**config.mk**
```make
export PLATFORM = sky130hd
export DESIGN_NAME = dmd_feedback_divider
export DESIGN_NICKNAME = d
export VERILOG_FILES = /design/src/rtl/dmd_pkg.sv /design/src/rtl/dmd_prescaler.sv /design/src/rtl/dmd_swallow_fsm.sv /design/src/rtl/dmd_half_rate.sv /design/src/rtl/dmd_feedback_divider.sv
export SDC_FILE = /design/constraint.sdc
export NUM_CORES = 1
export LEC_CHECK = 0
export BUFFER_PORTS_ARGS = -buffer_cell sky130_fd_sc_hd__buf_2
export CAP_MARGIN = 25
export CORE_UTILIZATION = 50
export DETAILED_ROUTE_END_ITERATION = 10
export PLACE_DENSITY = 0.67
export SKIP_LAST_GASP = 1
export SLEW_MARGIN = 5
export SYNTH_ARGS = -nofsm -noshare
export SYNTH_HDL_FRONTEND = slang
export SYNTH_SLANG_ARGS = --single-unit
export TNS_END_PERCENT = 100
```
**constraint.sdc**
```tcl
create_clock -name clk_in -period 4.7 [get_ports clk_in]
set_input_delay 0.94 -clock clk_in [delete_from_list [all_inputs] [get_ports clk_in]]
set_output_delay 0.94 -clock clk_in [all_outputs]
set_load 0.1 [all_outputs]
```
**src/rtl/dmd_pkg.sv**
```systemverilog
package dmd_pkg;
    typedef enum logic [1:0] {
        ST_IDLE    = 2'd0,
        ST_SWALLOW = 2'd1,
        ST_MAIN    = 2'd2
    } dmd_state_e;
endpackage

```
**src/rtl/dmd_prescaler.sv**
```systemverilog
module dmd_prescaler #(
    parameter int A_W = 4
) (
    input  logic clk,
    input  logic rst_n,
    input  logic clr,
    input  logic mod_hi,
    output logic tick
);
    localparam int CNT_W = A_W + 1;
    localparam logic [CNT_W-1:0] TERM_LO = CNT_W'((2 ** A_W) - 1);
    localparam logic [CNT_W-1:0] TERM_HI = CNT_W'(2 ** A_W);

    logic [CNT_W-1:0] cnt;
    logic [CNT_W-1:0] term;

    always_comb begin
        term = mod_hi ? TERM_HI : TERM_LO;
        tick = !clr && (cnt == term);
    end

    always_ff @(posedge clk) begin
        if (!rst_n || clr) begin
            cnt <= '0;
        end else if (cnt == term) begin
            cnt <= '0;
        end else begin
            cnt <= cnt + CNT_W'(1);
        end
    end
endmodule

```
**src/rtl/dmd_swallow_fsm.sv**
```systemverilog
module dmd_swallow_fsm
    import dmd_pkg::*;
#(
    parameter int RATIO_W = 15,
    parameter int A_W     = 4
) (
    input  logic               clk,
    input  logic               rst_n,
    input  logic [RATIO_W-1:0] ratio,
    input  logic               tick,
    output logic               mod_hi,
    output logic               pre_clr,
    output logic               cycle_end
);
    localparam int M_W = RATIO_W - A_W;
    localparam logic [M_W-1:0] MIN_M = M_W'((2 ** A_W) - 1);

    dmd_state_e     state, state_n;
    logic [M_W-1:0] pcount, pcount_n;
    logic [M_W-1:0] m_cur, m_n;
    logic [A_W-1:0] a_cur, a_n;
    logic           end_n;

    logic [M_W-1:0] raw_m, ld_m;
    logic [A_W-1:0] raw_a, ld_a;
    logic [M_W-1:0] pnext;
    logic           last;

    always_comb begin
        raw_m = ratio[RATIO_W-1:A_W];
        raw_a = ratio[A_W-1:0];
        ld_m  = (raw_m < MIN_M) ? MIN_M : raw_m;
        ld_a  = (raw_m < MIN_M) ? '0 : raw_a;
        pnext = pcount + M_W'(1);
        last  = (pcount == (m_cur - M_W'(1)));
    end

    always_comb begin
        state_n  = state;
        pcount_n = pcount;
        m_n      = m_cur;
        a_n      = a_cur;
        end_n    = 1'b0;
        unique case (state)
            ST_IDLE: begin
                m_n      = ld_m;
                a_n      = ld_a;
                pcount_n = '0;
                state_n  = (ld_a != '0) ? ST_SWALLOW : ST_MAIN;
            end
            ST_SWALLOW, ST_MAIN: begin
                if (tick) begin
                    if (last) begin
                        m_n      = ld_m;
                        a_n      = ld_a;
                        pcount_n = '0;
                        end_n    = 1'b1;
                        state_n  = (ld_a != '0) ? ST_SWALLOW : ST_MAIN;
                    end else begin
                        pcount_n = pnext;
                        state_n  = (pnext < M_W'(a_cur)) ? ST_SWALLOW : ST_MAIN;
                    end
                end
            end
            default: state_n = ST_IDLE;
        endcase
    end

    always_ff @(posedge clk) begin
        if (!rst_n) begin
            state     <= ST_IDLE;
            pcount    <= '0;
            m_cur     <= MIN_M;
            a_cur     <= '0;
            cycle_end <= 1'b0;
        end else begin
            state     <= state_n;
            pcount    <= pcount_n;
            m_cur     <= m_n;
            a_cur     <= a_n;
            cycle_end <= end_n;
        end
    end

    always_comb begin
        mod_hi  = (state == ST_SWALLOW);
        pre_clr = (state == ST_IDLE);
    end


    mod_stable_chk: assert property (@(posedge clk) disable iff (!rst_n)
        (!tick && state != ST_IDLE) |=> $stable(mod_hi));


    swallow_nonzero_chk: assert property (@(posedge clk) disable iff (!rst_n)
        (state == ST_SWALLOW) |-> (a_cur != '0));


    pulse_single_chk: assert property (@(posedge clk) disable iff (!rst_n)
        cycle_end |=> !cycle_end);


    m_floor_chk: assert property (@(posedge clk) disable iff (!rst_n)
        (state != ST_IDLE) |-> (m_cur >= MIN_M));
endmodule

```
**src/rtl/dmd_half_rate.sv**
```systemverilog
module dmd_half_rate (
    input  logic clk,
    input  logic rst_n,
    input  logic pulse,
    output logic half
);
    always_ff @(posedge clk) begin
        if (!rst_n) begin
            half <= 1'b0;
        end else if (pulse) begin
            half <= !half;
        end
    end


    half_toggle_chk: assert property (@(posedge clk) disable iff (!rst_n)
        pulse |=> (half != $past(half)));


    half_hold_chk: assert property (@(posedge clk) disable iff (!rst_n)
        !pulse |=> $stable(half));
endmodule

```
**src/rtl/dmd_feedback_divider.sv**
```systemverilog
module dmd_feedback_divider #(
    parameter int RATIO_W = 15,
    parameter int A_W     = 4
) (
    input  logic               clk_in,
    input  logic               rst_n,
    input  logic [RATIO_W-1:0] ratio,
    output logic               mod_ctl,
    output logic               div_pulse,
    output logic               div_half
);
    logic tick;
    logic pre_clr;

    dmd_prescaler #(.A_W(A_W)) u_pre (
        .clk    (clk_in),
        .rst_n  (rst_n),
        .clr    (pre_clr),
        .mod_hi (mod_ctl),
        .tick   (tick)
    );

    dmd_swallow_fsm #(.RATIO_W(RATIO_W), .A_W(A_W)) u_fsm (
        .clk       (clk_in),
        .rst_n     (rst_n),
        .ratio     (ratio),
        .tick      (tick),
        .mod_hi    (mod_ctl),
        .pre_clr   (pre_clr),
        .cycle_end (div_pulse)
    );

    dmd_half_rate u_half (
        .clk   (clk_in),
        .rst_n (rst_n),
        .pulse (div_pulse),
        .half  (div_half)
    );
endmodule

```
==> results of run 1 <==
## power by group
part / switching, mW / internal, mW / total, mW
clock network: 0.122 / 0.120 / 0.242
registers: 0.0595 / 0.331 / 0.390
logic: 0.242 / 0.130 / 0.373
## synthesized netlist by cell type, drive strengths merged, types with 6 or more instances
cell type	number	area (sq um)
a311o	7	70.1
nor4	10	83.8
a41o	6	60.1
buf	14	103
nand3	32	160
ha	9	113
dfxtp	35	701
nand2	34	128
clkbuf	20	75.1
inv	11	41.3
xnor2	12	105
o21ai	10	50.1
nor2	21	78.8
nand2b	13	81.3
and3	14	87.6
nor3	15	80.1
a21oi	21	105
nand4	12	75.1
## cell type report
class                      count  area (sq um)  area share
clock buffer                   6          82.6      0.0274
clock inverter                 2          16.3     0.00539
inverter                      12          45.0      0.0149
multi-input combinational    295          1950       0.647
sequential                    35           701       0.232
tap                           72          90.1      0.0299
timing repair buffer          23           129      0.0427
## kinds of logic (layout without fill, tap and decap cells)
kind of cell | Yosys count | count (layout) | synth area share
AND/OR/NAND/NOR | 178 | 178 | 0.350
buffers and inverters | 46 | 43 | 0.0776
adder cells (fa/ha/maj) | 9 | 9 | 0.0393
XOR/XNOR | 17 | 17 | 0.0519
AO/OA/AOI/OAI | 91 | 91 | 0.237
flip-flops | 35 | 35 | 0.244
## metal layers
metal  wire, um  vias to the layer above  track usage
met3        439                       13       0.0494
met1       3440                     1302        0.341
met5          0                        -            0
met2       3190                       95        0.378
met4        117                        0        0.100
li1           -                     1401            -
## stage by stage
step / util / instances / setup WS, ns / total power, mW / hold WS (ns)
6_report: 0.548 / 445 / 1.69 / 1.00 / 0.487
5_1_grt: 0.548 / 445 / 1.39 / 1.07 / 0.526
4_1_cts: 0.546 / 444 / 1.48 / 1.00 / 0.501
3_5_place_dp: 0.528 / 436 / 1.51 / 0.763 / 0.482
3_3_place_gp: 0.528 / 436 / 1.57 / 0.757 / 0.456
2_1_floorplan: - / 376 / 1.79 / 0.692 / 0.434
## state kept, by name, indices dropped and copies added (netlist names)
register	flops
u_fsm.m_cur	11
u_fsm.pcount	11
u_pre.cnt	5
u_fsm.a_cur	4
u_fsm.state	2
u_fsm.cycle_end	1
u_half.half	1
## how the worst min path moves through the flow
stage                  from      endpoint  depth (start not counted)  slack [ns]
4_1_cts        u_pre.cnt[0]  u_pre.cnt[0]                          1        0.50
3_5_place_dp   u_pre.cnt[0]  u_pre.cnt[0]                          1        0.48
5_1_grt        u_pre.cnt[0]  u_pre.cnt[0]                          1        0.53
3_3_place_gp   u_pre.cnt[0]  u_pre.cnt[0]                          1        0.46
6_report       u_pre.cnt[0]  u_pre.cnt[0]                          1        0.49
2_1_floorplan  u_pre.cnt[0]  u_pre.cnt[0]                          1        0.43
==> metrics.txt, run 1 <==
standard cell with the maximum stage delay on the critical path sky130_fd_sc_hd__nor4_4; Slew headroom 0.400; outcome completed; number of design-rule violations left by the first detailed-router iteration ~230; critical-path cell list inv_1, ha_1, xnor2_1, a211oi_1, nand4b_4, nor4_4, buf_6, and2_1, a311o_1; total via count in the routed design around 2800; Startpoint Class flop; biggest fanout along the worst timing path 13; most common flop cell mapped by yosys sky130_fd_sc_hd__dfxtp_1; DRT Wirelength about 7.2 mm; total power per unit cell area 333 nW/um^2; flop and latch count out of synthesis 35; length of the first detailed-routing pass in iterations 6; arrival time reported for the critical path endpoint 3.26 ns; kind of cell adding the most delay to the critical path simple AND/OR/NAND/NOR gates; number of remaining DRC errors 0; Synthesis Warnings 0; Synth Cell Area 2870 sq um; depth of the most critical reg-to-reg path 9; highest cell delay on the worst timing path 0.60 ns; I/O pin cnt 20; Setup crit end u_fsm.m_cur[4]; Area after DPL 2910 sq um; Critical Path Start u_fsm.m_cur[0]; post-layout minimum cycle time 3.01 ns; post-DR wirelength/cell 16.1 um; number of fill cells in the layout 526; Design Area, Final 3020 sq um; core outline area 5510 sq um; post-detailed-route count of antenna-violating nets 0; data required time of the critical path 4.94 ns; critical path buffer and inverter count 2; commonest cells after routing, fill and taps aside sky130_fd_sc_hd__dfxtp_1 (35), sky130_fd_sc_hd__nand2_1 (34), sky130_fd_sc_hd__nand3_1 (32); Chip Height 77.8 um; FFs w/ async S/R, synth 0; clock transition at the register clock pins on the worst setup and hold paths after CTS 0.08 ns; launching point of the worst reg2reg path u_fsm.m_cur[0]; maximum number of buffers from clock root to sink 2; synthesized instance count 376; # clock sinks 35; number of cells on the critical path 9; setup repair after global routing missed its margin false; fraction of layout cells with a size suffix above 1 0.107; hold-fix buffer count after cts 0; Final Max Tran Viols 0; endpoint of the worst-slack reg-to-reg timing path u_fsm.m_cur[4]; Unique masters post-synth 66; number of levels the H-tree was split into 2; initial antenna violation count 0; width of the die 77.8 um; maximum number of pins on one net before global-route repair 39; number of synthesized flops with an enable pin 0; vias in the first global route 2529; final sum of negative setup slack 0 ns; HP Class reg -> reg; share of synthesized area occupied by flip-flops and latches 0.244; post-CTS setup buffers 0; Leakage 1.15 nW; number of buffers inserted by port buffering 19; global-route wire length before repair roughly 12 mm; Worst IR Drop VDD 0.256 mV; Clock Tree Root sky130_fd_sc_hd__clkbuf_8; hpwl dp just over 5 mm; maximum clock frequency 0.332 GHz; Hold Violations, Final 0; commonest non-fill, non-tap cell in the layout sky130_fd_sc_hd__dfxtp_1; via-per-instance ratio between 6 and 7; number of max-capacitance violations reported 0; GRT Overall Usage 0.249; TritonCTS clock tree yes; number of diodes 0; clock skew 0.0114 ns; TritonCTS Buffers 5; total of endpoints with negative setup slack in the final report 0; number of placement rows 27; area grow syn2layout 5.15%; kind of capture point of the worst setup path flop; Post-Synthesis Mean Instance Area between 7 and 8 sq um; total congestion overflow 0; R2R setup slack 1.69 ns; GPL Wtd Cong 0.859; slew at the pin with the worst max-slew slack 0.896 ns; critical path type reg -> reg; synthesized netlist net count 402; overall die area 6050 sq um; post-cts sizing count 0; Initial Utilization 0.521; Total Nets Final around 400; source-to-sink clock delay at the later pin of the worst-skew pair 0.29 ns; final worst-path cycle share 0.641
(Power assumes the default switching activity.)
==> run 2: changes to the inputs <==
--- a/config.mk
+++ b/config.mk
@@ -9,7 +9,7 @@
 export CAP_MARGIN = 25
 export CORE_UTILIZATION = 50
 export DETAILED_ROUTE_END_ITERATION = 10
-export PLACE_DENSITY = 0.67
+export PLACE_DENSITY = 0.7
 export SKIP_LAST_GASP = 1
 export SLEW_MARGIN = 5
 export SYNTH_ARGS = -nofsm -noshare
==> constraint.sdc (replaced) <==
create_clock -name clk_in -period 2.6 [get_ports clk_in]
set_input_delay 0.52 -clock clk_in [delete_from_list [all_inputs] [get_ports clk_in]]
set_output_delay 0.52 -clock clk_in [all_outputs]
set_load 0.1 [all_outputs]
==> metrics.txt, run 2 (synthesis results as in run 1) <==
final sum of negative setup slack 0 ns (unchanged); Post-Place Setup Slack 0.105 ns (-1.40 ns); launching point of the worst reg2reg path u_fsm.m_cur[0]; overall die area 6050 sq um (unchanged); maximum number of pins on one net before global-route repair 32 (-18%); TritonCTS Buffers 5 (unchanged); Cell Count, Final, Fillers Out 467 (+4.9%); HP Class reg -> reg; post-layout minimum cycle time 2.51 ns (-0.504 ns); post-detailed-route count of antenna-violating nets 0 (unchanged); clock transition at the register clock pins on the worst setup and hold paths after CTS 0.08 ns (about the same); fraction of layout cells with a size suffix above 1 0.165 (+0.0573); critical path type reg -> reg; area grow syn2layout 12.3%; Leakage 1.27 nW (+9.9%); outcome completed; length of the first detailed-routing pass in iterations 4 (-2); total power per unit cell area 591 nW/um^2 (+78%); # clock sinks 35 (unchanged); clock skew 0.00449 ns (-0.00691 ns); Hold Violations, Final 0 (unchanged); DRT Wirelength 7.81 mm (+8.7%); highest cell delay on the worst timing path 0.42 ns (-0.18 ns); kind of capture point of the worst setup path flop; commonest cells after routing, fill and taps aside sky130_fd_sc_hd__dfxtp_1 (35), sky130_fd_sc_hd__nand2_1 (34), sky130_fd_sc_hd__nand3_1 (32); source-to-sink clock delay at the later pin of the worst-skew pair 0.29 ns (about the same); TritonCTS clock tree yes; post-cts sizing count 0 (unchanged); I/O pin cnt 20 (unchanged); hold-fix buffer count after cts 0 (unchanged); Clock Tree Root sky130_fd_sc_hd__clkbuf_8; Initial Utilization 0.521 (unchanged); arrival time reported for the critical path endpoint 2.69 ns (-0.57 ns); post-DR wirelength/cell 16.7 um (+3.6%); Worst IR Drop VDD 0.442 mV (+72%); initial antenna violation count 0 (unchanged); Total Nets Final 420 (+5.5%); Chip Height 77.8 um (unchanged); crit path setup slack, layout 0.0901 ns (-1.60 ns); maximum clock frequency 0.398 GHz (+20%); core outline area 5510 sq um (unchanged); hpwl dp 5.62 mm (+11%); Startpoint Class flop; slew at the pin with the worst max-slew slack 0.790 ns (-0.105 ns); final worst-path cycle share 0.965 (+0.324); launch point of the worst hold path u_pre.cnt[0]; GPL Wtd Cong 0.903 (+5.1%); maximum number of buffers from clock root to sink 2 (unchanged); width of the die 77.8 um (unchanged); instance count after placement with tap cells included 459 (+5.3%); GRT Overall Usage 0.271 (+0.0222); post-CTS setup buffers 0 (unchanged); biggest fanout along the worst timing path 24 (+11); total congestion overflow 0 (unchanged); global-route wire length before repair 12.9 mm (+7.0%); commonest non-fill, non-tap cell in the layout sky130_fd_sc_hd__dfxtp_1; Total Power 1.91 mW (+90%); critical-path cell list inv_1, ha_1, xnor2_1, a211oi_2, nand4b_4, nor4_4, buf_12, a21oi_1, a311o_1; number of max-capacitance violations reported 0 (unchanged); vias in the first global route 2741 (+8.4%); Design Area, Final 3220 sq um (+6.8%); total of endpoints with negative setup slack in the final report 0 (unchanged); number of design-rule violations left by the first detailed-router iteration 268 (+15%); Slew headroom 0.466 (+0.0665); Area after DPL 3120 sq um (+7.2%); total via count in the routed design 2945 (+4.8%); standard cell with the maximum stage delay on the critical path sky130_fd_sc_hd__dfxtp_1; number of buffers inserted by port buffering 19 (unchanged); Critical Path Start u_fsm.m_cur[0]; number of remaining DRC errors 0 (unchanged); via-per-instance ratio 6.31 (-0.17%); Final Max Tran Viols 0 (unchanged); number of placement rows 27 (unchanged); number of diodes 0 (unchanged); number of levels the H-tree was split into 2 (unchanged); data required time of the critical path 2.78 ns (-2.16 ns); largest registers u_fsm.m_cur x11, u_fsm.pcount x11, u_pre.cnt x5; R2R setup slack 0.09 ns (-1.60 ns)
==> run 2: path summary, 6_finish.rpt <==
| check | to | depth (start not counted) |
|---|---|---|
| max | u_fsm.m_cur[9] | 9 |
| max reg2reg | u_fsm.m_cur[9] | 9 |
| min | u_pre.cnt[0] | 1 |
| min reg2reg | u_pre.cnt[0] | 1 |
==> run 2: worst max-delay path, delay by kind of cell, from the launching register on <==
kind / cells / cell delay (ns)
flip-flops: 1 / 0.42
XOR/XNOR: 1 / 0.18
AO/OA/AOI/OAI: 3 / 0.72
adder cells (fa/ha/maj): 1 / 0.32
buffers and inverters: 2 / 0.28
AND/OR/NAND/NOR: 2 / 0.47
==> run 2: layout make-up <==
class | instances | area (sq um)
fillers | 538 | 2280
well taps | 72 | 90.1
clock inverters | 3 | 20.0
multi-input cells | 295 | 1980
flip-flops and latches | 35 | 701
inverters | 12 | 45.0
clock buffers | 5 | 68.8
repair buffers | 45 | 315
==> run 2: stage by stage <==
step	util	hold slack (ns)
after global placement	0.566	0.460
after detailed placement	0.566	0.478
after global routing	0.585	0.499
final	0.585	0.488
after floorplan	-	0.434
after CTS	0.582	0.487
==> run 2: metal layers <==
layer  global-route usage  share of wire  up-vias
met5                    0              0        -
met4               0.0962          0.024        0
met3               0.0435          0.059       15
met2                0.441           0.46       93
met1                0.359           0.46     1394
li1                     -              -     1443
==> run 2: power by group <==
group	leakage [nW]	switching, mW	internal, mW
combinational	0.940	0.504	0.320
sequential	0.286	0.0808	0.598
clock	0.0402	0.216	0.186
total	1.27	0.801	1.10
==> run 3: changes to the inputs <==
--- a/config.mk
+++ b/config.mk
@@ -5,6 +5,7 @@
 export SDC_FILE = /design/constraint.sdc
 export NUM_CORES = 1
 export LEC_CHECK = 0
+export ABC_AREA = 1
 export BUFFER_PORTS_ARGS = -buffer_cell sky130_fd_sc_hd__buf_2
 export CAP_MARGIN = 25
 export CORE_UTILIZATION = 50
==> metrics.txt, run 3 <==
outcome completed; number of buffers inserted by port buffering 19 (unchanged); post-route core utilization 0.579 (-0.00677); synthesized netlist net count 391 (-2.7%); Area after DPL 2480 sq um (-20%); vias in the first global route 2063 (-25%); number of synthesized flops with an enable pin 0 (unchanged); total power per unit cell area 904 nW/um^2 (+53%); post-DR wirelength/cell 12.2 um (-27%); Leakage 1.16 nW (-8.2%); kind of capture point of the worst setup path flop; commonest cells after routing, fill and taps aside sky130_fd_sc_hd__nand2_1 (101), sky130_fd_sc_hd__nor2_1 (48), sky130_fd_sc_hd__inv_1 (36); post-CTS setup buffers 0 (unchanged); source-to-sink clock delay at the later pin of the worst-skew pair 0.28 ns (about the same); largest registers u_fsm.m_cur x11, u_fsm.pcount x11, u_pre.cnt x5; Initial Utilization 0.531 (+0.00967); share of synthesized area occupied by flip-flops and latches 0.297 (+0.0529); width of the die 70.7 um (-9.1%); Internal Power 1.23 mW (+11%); initial antenna violation count 0 (unchanged); sequential share of power 0.327 (-0.029); DRT Wirelength 5.31 mm (-32%); P_sw 1.09 mW (+37%); clock skew 0.00613 ns (+0.00164 ns); total congestion overflow 0 (unchanged); Unique masters post-synth 31 (-53%); cell taking the most area after synthesis sky130_fd_sc_hd__dfxtp_1; GRT Overall Usage 0.231 (-0.0402); via-per-instance ratio 5.13 (-19%); flop and latch count out of synthesis 35 (unchanged); data required time of the critical path 2.76 ns (-0.02 ns); area grow syn2layout 9.02%; dominant cells by area after synthesis sky130_fd_sc_hd__dfxtp_1 (30%), sky130_fd_sc_hd__nand2_1 (16%), sky130_fd_sc_hd__nor2_1 (7.6%); arrival time reported for the critical path endpoint 2.45 ns (-0.24 ns); GPL Wtd Cong 0.901 (-0.25%); maximum clock frequency 0.438 GHz (+9.9%); total of endpoints with negative setup slack in the final report 0 (unchanged); slew at the pin with the worst max-slew slack 0.883 ns (+0.0930 ns); setup repair after global routing missed its margin false; hold-fix buffer count after cts 0 (unchanged); FFs w/ async S/R, synth 0 (unchanged); most repeated cell in the gate-level netlist after synthesis sky130_fd_sc_hd__nand2_1; post-layout minimum cycle time 2.28 ns (-0.226 ns); Slew headroom 0.411 (-0.0551); part of the total power dissipated in combinational logic 0.505 (+0.072); Clock Tree Root sky130_fd_sc_hd__clkbuf_8; crit path setup slack, layout 0.316 ns (+0.226 ns); TritonCTS Buffers 5 (unchanged); Post-Synthesis Mean Instance Area 6.46 sq um (-15%); clock transition at the register clock pins on the worst setup and hold paths after CTS 0.06 ns (-0.02 ns); global-route wire length before repair 9.16 mm (-29%); biggest fanout along the worst timing path 26 (+8.3%); number of levels the H-tree was split into 2 (unchanged); synthesized instance count 365 (-2.9%); Final Max Tran Viols 0 (unchanged); HP Class reg -> reg; maximum number of buffers from clock root to sink 2 (unchanged); hpwl dp 4.15 mm (-26%); final worst-path cycle share 0.878 (-0.0869); # clock sinks 35 (unchanged); most common flop cell mapped by yosys sky130_fd_sc_hd__dfxtp_1; Post-Place Setup Slack 0.327 ns (+0.222 ns); maximum number of pins on one net before global-route repair 27 (-16%); total via count in the routed design 2243 (-24%); number of placement rows 24 (-11%); critical path type reg -> reg; post-cts sizing count 0 (unchanged); post-detailed-route count of antenna-violating nets 0 (unchanged); fraction of power spent switching nets 0.471 (+0.0507); final sum of negative setup slack 0 ns (unchanged); overall die area 5000 sq um (-17%); clock network fraction of design power 0.168 (-0.043); I/O pin cnt 20 (unchanged); length of the first detailed-routing pass in iterations 4 (unchanged); TritonCTS clock tree yes; Hold Violations, Final 0 (unchanged); number of max-capacitance violations reported 0 (unchanged); Worst IR Drop VDD 0.667 mV (+51%); Total Nets Final 411 (-2.1%); Synth Cell Area 2360 sq um (-18%); Design Area, Final 2570 sq um (-20%); number of diodes 0 (unchanged); number of design-rule violations left by the first detailed-router iteration 135 (-50%); core outline area 4440 sq um (-19%); Post-synth top cells sky130_fd_sc_hd__nand2_1 (101), sky130_fd_sc_hd__nor2_1 (48), sky130_fd_sc_hd__inv_1 (36); Startpoint Class flop; commonest non-fill, non-tap cell in the layout sky130_fd_sc_hd__nand2_1; fraction of layout cells with a size suffix above 1 0.151 (-0.0139); Chip Height 70.7 um (-9.1%); number of remaining DRC errors 0 (unchanged); Total Power 2.32 mW (+22%); area share of the leading cell type in the synthesized netlist 0.297 (+0.0529); Synthesis Warnings 0 (unchanged)
run 3: cell count changes after synthesis, moves of 14 or more:
cell                       delta
sky130_fd_sc_hd__inv_1       +25
sky130_fd_sc_hd__nand2_1     +67
sky130_fd_sc_hd__and3_1      -14
sky130_fd_sc_hd__nor2_1      +27
sky130_fd_sc_hd__clkbuf_1    -16
run 3: cell families after synthesis:
logic type | synth area share
simple gates | 0.401
fa+ha+maj | 0.0477
buf+inv | 0.0912
compound gates | 0.115
flops | 0.297
xor+xnor | 0.0483
run 3: critical path: stages, from the launching register on:
cell,delay [ns]
sky130_fd_sc_hd__dfxtp_1,0.38
sky130_fd_sc_hd__inv_2,0.09
sky130_fd_sc_hd__ha_1,0.30
sky130_fd_sc_hd__inv_1,0.04
sky130_fd_sc_hd__nand2_1,0.05
sky130_fd_sc_hd__nand2_1,0.05
sky130_fd_sc_hd__nor2_2,0.09
sky130_fd_sc_hd__nand2_1,0.05
sky130_fd_sc_hd__nor2_1,0.08
sky130_fd_sc_hd__nand3_1,0.12
sky130_fd_sc_hd__nor2_4,0.12
sky130_fd_sc_hd__nand3_4,0.18
sky130_fd_sc_hd__nand2_4,0.14
sky130_fd_sc_hd__nand2_4,0.20
sky130_fd_sc_hd__o21ai_1,0.23
sky130_fd_sc_hd__a21oi_2,0.04
run 3: final cells by class:
type                            instances  area [sq um]
Clock buffer                            6          82.6
Sequential cell                        35           701
Clock inverter                          1          5.00
Timing Repair Buffer                   20           103
Inverter                               46           173
Multi-Input combinational cell        277          1440
Tap cell                               52          65.1
Fill cell                             437          1870
run 3: metrics by stage:
step / instances / hold slack (ns)
floorplan: 365 / 0.430
global placement: 430 / 0.450
detailed placement: 430 / 0.464
CTS: 437 / 0.474
global route: 437 / 0.493
finish: 437 / 0.473
run 3: worst paths after layout:
kind | endpoint | slack [ns] | start | depth (start not counted)
setup / recovery | u_fsm.a_cur[3] | 0.32 | u_fsm.m_cur[0] | 15
hold / removal | u_pre.cnt[0] | 0.47 | u_pre.cnt[0] | 1
setup reg to reg | u_fsm.a_cur[3] | 0.32 | u_fsm.m_cur[0] | 15
hold reg to reg | u_pre.cnt[0] | 0.47 | u_pre.cnt[0] | 1
run 3: metal layers:
layer / global-route usage / wire length (um) / vias to the layer above
met3: 0.0399 / 228 / 5
met1: 0.318 / 2610 / 996
met5: 0 / 0 / -
met2: 0.369 / 2430 / 45
met4: 0.0733 / 49 / 0
li1: - / - / 1197
run 3: power by group through the flow:
stage / Sequential [mW] / Clock (mW) / Combinational [mW]
after floorplan: 0.739 / 0 / 1.05
after global placement: 0.767 / 0 / 1.15
after detailed placement: 0.772 / 0 / 1.16
after CTS: 0.759 / 0.403 / 1.17
after global routing: 0.773 / 0.426 / 1.33
final: 0.760 / 0.391 / 1.17
